$ cat config.mk
export PLATFORM = sky130hd
export DESIGN_NAME = booth_scan_recoder
export DESIGN_NICKNAME = d
export VERILOG_FILES = /design/src/rtl/booth_scan_recoder.sv
export SDC_FILE = /design/constraint.sdc
export NUM_CORES = 1
export LEC_CHECK = 0
export BUFFER_PORTS_ARGS = -buffer_cell sky130_fd_sc_hd__buf_2
export CORE_AREA = 2 2 39 41
export DETAILED_ROUTE_END_ITERATION = 8
export DIE_AREA = 0 0 41 43
export PLACE_DENSITY = 0.79
export SETUP_SLACK_MARGIN = 0.4
export SLEW_MARGIN = 15
export SYNTH_ARGS = -nofsm -noshare
export SYNTH_HDL_FRONTEND = slang
export SYNTH_SLANG_ARGS = --single-unit
$ cat constraint.sdc
create_clock -name vclk -period 2.8
set_clock_uncertainty 0.15 [all_clocks]
set_input_delay 0.56 -clock vclk [all_inputs]
set_output_delay 0.56 -clock vclk [all_outputs]
set_load 0.02 [all_outputs]
$ cat src/rtl/booth_scan_recoder.sv
module booth_scan_recoder #(
  parameter int WIDTH = 16,
  parameter int GRP = 2,
  localparam int NDIG = (WIDTH + GRP - 1) / GRP
) (
  input  logic [WIDTH-1:0]    operand_i,
  output logic [NDIG-1:0]     dig_neg_o,
  output logic [NDIG*GRP-1:0] dig_mag_o,
  output logic [NDIG-1:0]     dig_zero_o
);

  localparam int EXTW = NDIG * GRP + 1;

  logic [EXTW-1:0] scan;

  assign scan[0] = 1'b0;

  for (genvar i = 0; i < EXTW - 1; i++) begin : g_ext
    if (i < WIDTH) begin : g_in
      assign scan[i+1] = operand_i[i];
    end else begin : g_sx
      assign scan[i+1] = operand_i[WIDTH-1];
    end
  end

  for (genvar g = 0; g < NDIG; g++) begin : g_dig
    logic [GRP:0]        win;
    logic signed [GRP:0] val;
    logic [GRP-1:0]      absv;

    assign win  = scan[g*GRP +: GRP+1];
    assign val  = $signed({win[GRP], win[GRP:1]}) + $signed({{GRP{1'b0}}, win[0]});
    assign absv = val[GRP] ? GRP'(-val) : GRP'(val);

    assign dig_neg_o[g]            = val[GRP];
    assign dig_mag_o[g*GRP +: GRP] = absv;
    assign dig_zero_o[g]           = (val == '0);
  end

endmodule

# Yosys cells after proc, flatten, opt, wreduce, memory -nomap -nowiden

Index checks and enable logic that the tools add are counted.

Output and inout bits: 32
Flip-flop bits (word level): 0

$add $sub $neg: 15
Reductions and logical operators: 8
Mux-type cells: 8

Operator list:

| kind                 | count |
|---|---|
| logical NOT 3 bit    | 8 |
| adder 2 x 2 -> 3 bit | 7 |
| 2-to-1 mux 2 bit     | 8 |
| negation 2 bit       | 8 |

# Logic depth before layout (Yosys ltp)

Depth in word-level cells: 3
Depth in mapped cells: 6
Depth with buffers taken out: 6

# Worst setup path before layout

Ideal clock, no wire load.

Path type: input port to output port
Start point: in operand_i[5]
End point: out dig_mag_o[7]
Arrival time: 1.669 ns
Required time: 2.090 ns
Stages: 6
Path slack: 0.421 ns
Cells stage by stage: ha_1 inv_1 ha_1 ha_1 inv_1 mux2i_1

Longest elaborated chain between the ends: 3

Ends and longest elaborated chain:

| element                  | line | RTL |
|---|---|---|
| from (decl)              | 6    | `input logic [WIDTH-1:0] operand_i,` |
| adder 2 x 2 -> 3 bit (*) | 32   | `assign val = $signed({win[GRP], win[GRP:1]}) + $signed({{GRP{1'b0}}, win[0]});` |
| negation 2 bit           | 33   | `assign absv = val[GRP] ? GRP'(-val) : GRP'(val);` |
| 2-to-1 mux 2 bit (*)     | 33   |  |
| to (decl)                | 8    | `output logic [NDIG*GRP-1:0] dig_mag_o,` |

Every way passes the cells marked *; elsewhere a longest branch is shown, timed or not.

# Worst setup path after layout

Ends and elaborated chain as after synthesis.

==> results by group <==
Cells and area
  • Area Growth Syn to Fin: 124%
  • Register area: 0 um^2
  • Fin util: 0.736
  • Layout cells sized above 1: 0.731
  • Seq cells: 0
  • Layout clock buffers: 0
  • Ant diodes: 0
  • Final net count: 147

Pwr
  • P per Cell Area: 261 nW/um^2
  • Leak Pwr: 0.503 nW
  • Maximum vdd ir drop: 0.164 mV

Global routing
  • Pin count of the biggest net entering global routing: 5
  • Initial antenna violation count: 0
  • First-pass GRT wire length: 1870 um
  • Via count of the first global-routing pass: 534
  • Grt ovf: 0
  • Total Routing Usage GR: 0.141

Timing
  • WHS: 1230 ps
  • Fin Setup TNS: 0 ps
  • Worst Slack Setup Final: 429 ps
  • RSZ-0062 raised after global routing: true
  • Fmax: 422 MHz
  • Final Cycle Share: 0.847
  • Slew Viols, Final: 0
  • Min cycle time layout: 2370 ps
  • Hold Vio Cnt, Final: 0
  • Worst Max-Slew Pin Slew: 145 ps
  • Worst slew margin: 0.900
  • Setup violators final: 0

Die
  • Initial Util: 0.329
  • Row count: 14
  • Die H: 43 um
  • IO Pins: 48
  • Die Footprint: 1760 um^2
  • Core box area: 1380 um^2
  • Die width: 41 um

Detailed routing
  • First DRT Iteration DRCs: 2
  • Avg WL per Cell: 11.9 um
  • Routed WL: 1480 um
  • Vias: 577
  • Post-DRT Antenna Nets: 0
  • DR DRC count: 0
  • 1st-pass router iterations: 2
  • Vias per cell: 4.65

Yosys
  • Warning count from the yosys run: 0
  • Post-synth top area cell: ha_1
  • Post-Syn Instances: 60
  • Synth Net Count: 97
  • Synthesized cell area: 455 um^2
  • Top cells by area in the synthesized netlist: ha_1 58%, inv_1 13%, nor2b_1 11%
  • Most common cell in the synthesized netlist: ha_1
  • Share of the synthesized area in the top cell type: 0.577
  • Syn avg cell area: 7.59 um^2
  • Register area share after synthesis: 0
  • Most common library cells after synthesis: 21 x ha_1, 16 x inv_1, 8 x nor2b_1
  • Yosys cell types: 8

Min path
  • Min-Delay Endpoint: dig_mag_o[0]
  • Hold Startpoint: operand_i[0]
  • Number of cells on the worst hold path: 2
  • Worst min path class: in2out

Clocking
  • CTS Hold Bufs: 0

Worst setup path
  • Worst setup path class: in2out
  • Required @ worst endpoint: 2090 ps
  • Startpoint Class: input port
  • Worst Path Max Fanout: 2
  • CP arrival: 1660 ps
  • CP Capture Type: output port

Placed design
  • Final Wtd Congestion: 0.698
  • Post-DP HPWL: 977 um
  • Dpl ws: 325 ps
  • Quantity of I/O buffers inserted on ports: 48

Run
  • MaxCap Viol Count: 0

Status
  • Status: completed
[kinds of logic (layout without fill, tap and decap cells)]
group,Yosys count,after routing,synth area share
fa+ha+maj,21,21,0.577
buf+inv,18,66,0.165
simple gates,14,14,0.159
compound gates,5,5,0.0549
mux,2,2,0.0440
[placed cells by master, fill, tap and decap left out]
master | synthesis | routed
nor2b_1 | 8 | 8
inv_4 | 0 | 1
o21ai_1 | 0 | 3
buf_4 | 2 | 8
buf_6 | 0 | 2
buf_2 | 0 | 37
nand2_1 | 5 | 5
ha_1 | 21 | 1
clkbuf_4 | 0 | 1
nor2_1 | 1 | 1
mux2i_1 | 2 | 2
inv_2 | 0 | 8
o21ai_0 | 5 | 2
ha_4 | 0 | 20
buf_8 | 0 | 2
inv_1 | 16 | 7
[critical path, cell delays in order]
cell,delay [ps]
buf_8,100
ha_4,150
inv_4,50
ha_4,200
ha_4,260
inv_2,30
mux2i_1,140
buf_4,170
[through the flow]
stage               total power, W  cells  instance area (um^2)
finish                    0.000266    124                  1020
floorplan                 0.000129     60                   455
global placement          0.000181    122                   701
CTS                       0.000219    122                   846
global route              0.000295    124                  1020
detailed placement        0.000188    122                   701
[routing by layer]
metal	part of all wire	global-route usage	wire length [um]	vias to the layer above
li1	-	-	-	289
met1	0.37	0.142	549	247
met2	0.52	0.300	774	41
met3	0.10	0	152	0
met4	0	0	0	0
met5	0	0	0	-
[what timing repair did]
item	CTS	global route
pin swaps	6	6
cloned	0	0
buffers inserted	0	2
endpoints found under the hold margin	0	0
endpoints found under the setup margin	7	7
gates resized for setup	27	28
[how the worst max path moves through the flow]
stage / endpoint / slack, ps / start / cells past startpoint
global placement: dig_mag_o[9] / 370 / operand_i[7] / 8
floorplan: dig_mag_o[7] / 420 / operand_i[5] / 6
finish: dig_mag_o[7] / 430 / operand_i[5] / 8
CTS: dig_mag_o[7] / 380 / operand_i[5] / 8
detailed placement: dig_mag_o[7] / 330 / operand_i[5] / 8
global route: dig_mag_o[3] / 380 / operand_i[1] / 8
[final cells by class]
type	instances	area (um^2)
Multi-Input combinational cell	42	631
Fill cell	106	365
Timing Repair Buffer	50	305
Inverter	16	62.6
Tap cell	16	20.0
[power by group]
part	internal (W)	switching (W)
logic	0.000123	0.000143
registers	0	0
clock network	0	0
total	0.000123	0.000143
Note: power is estimated with default switching activity, not from simulation.
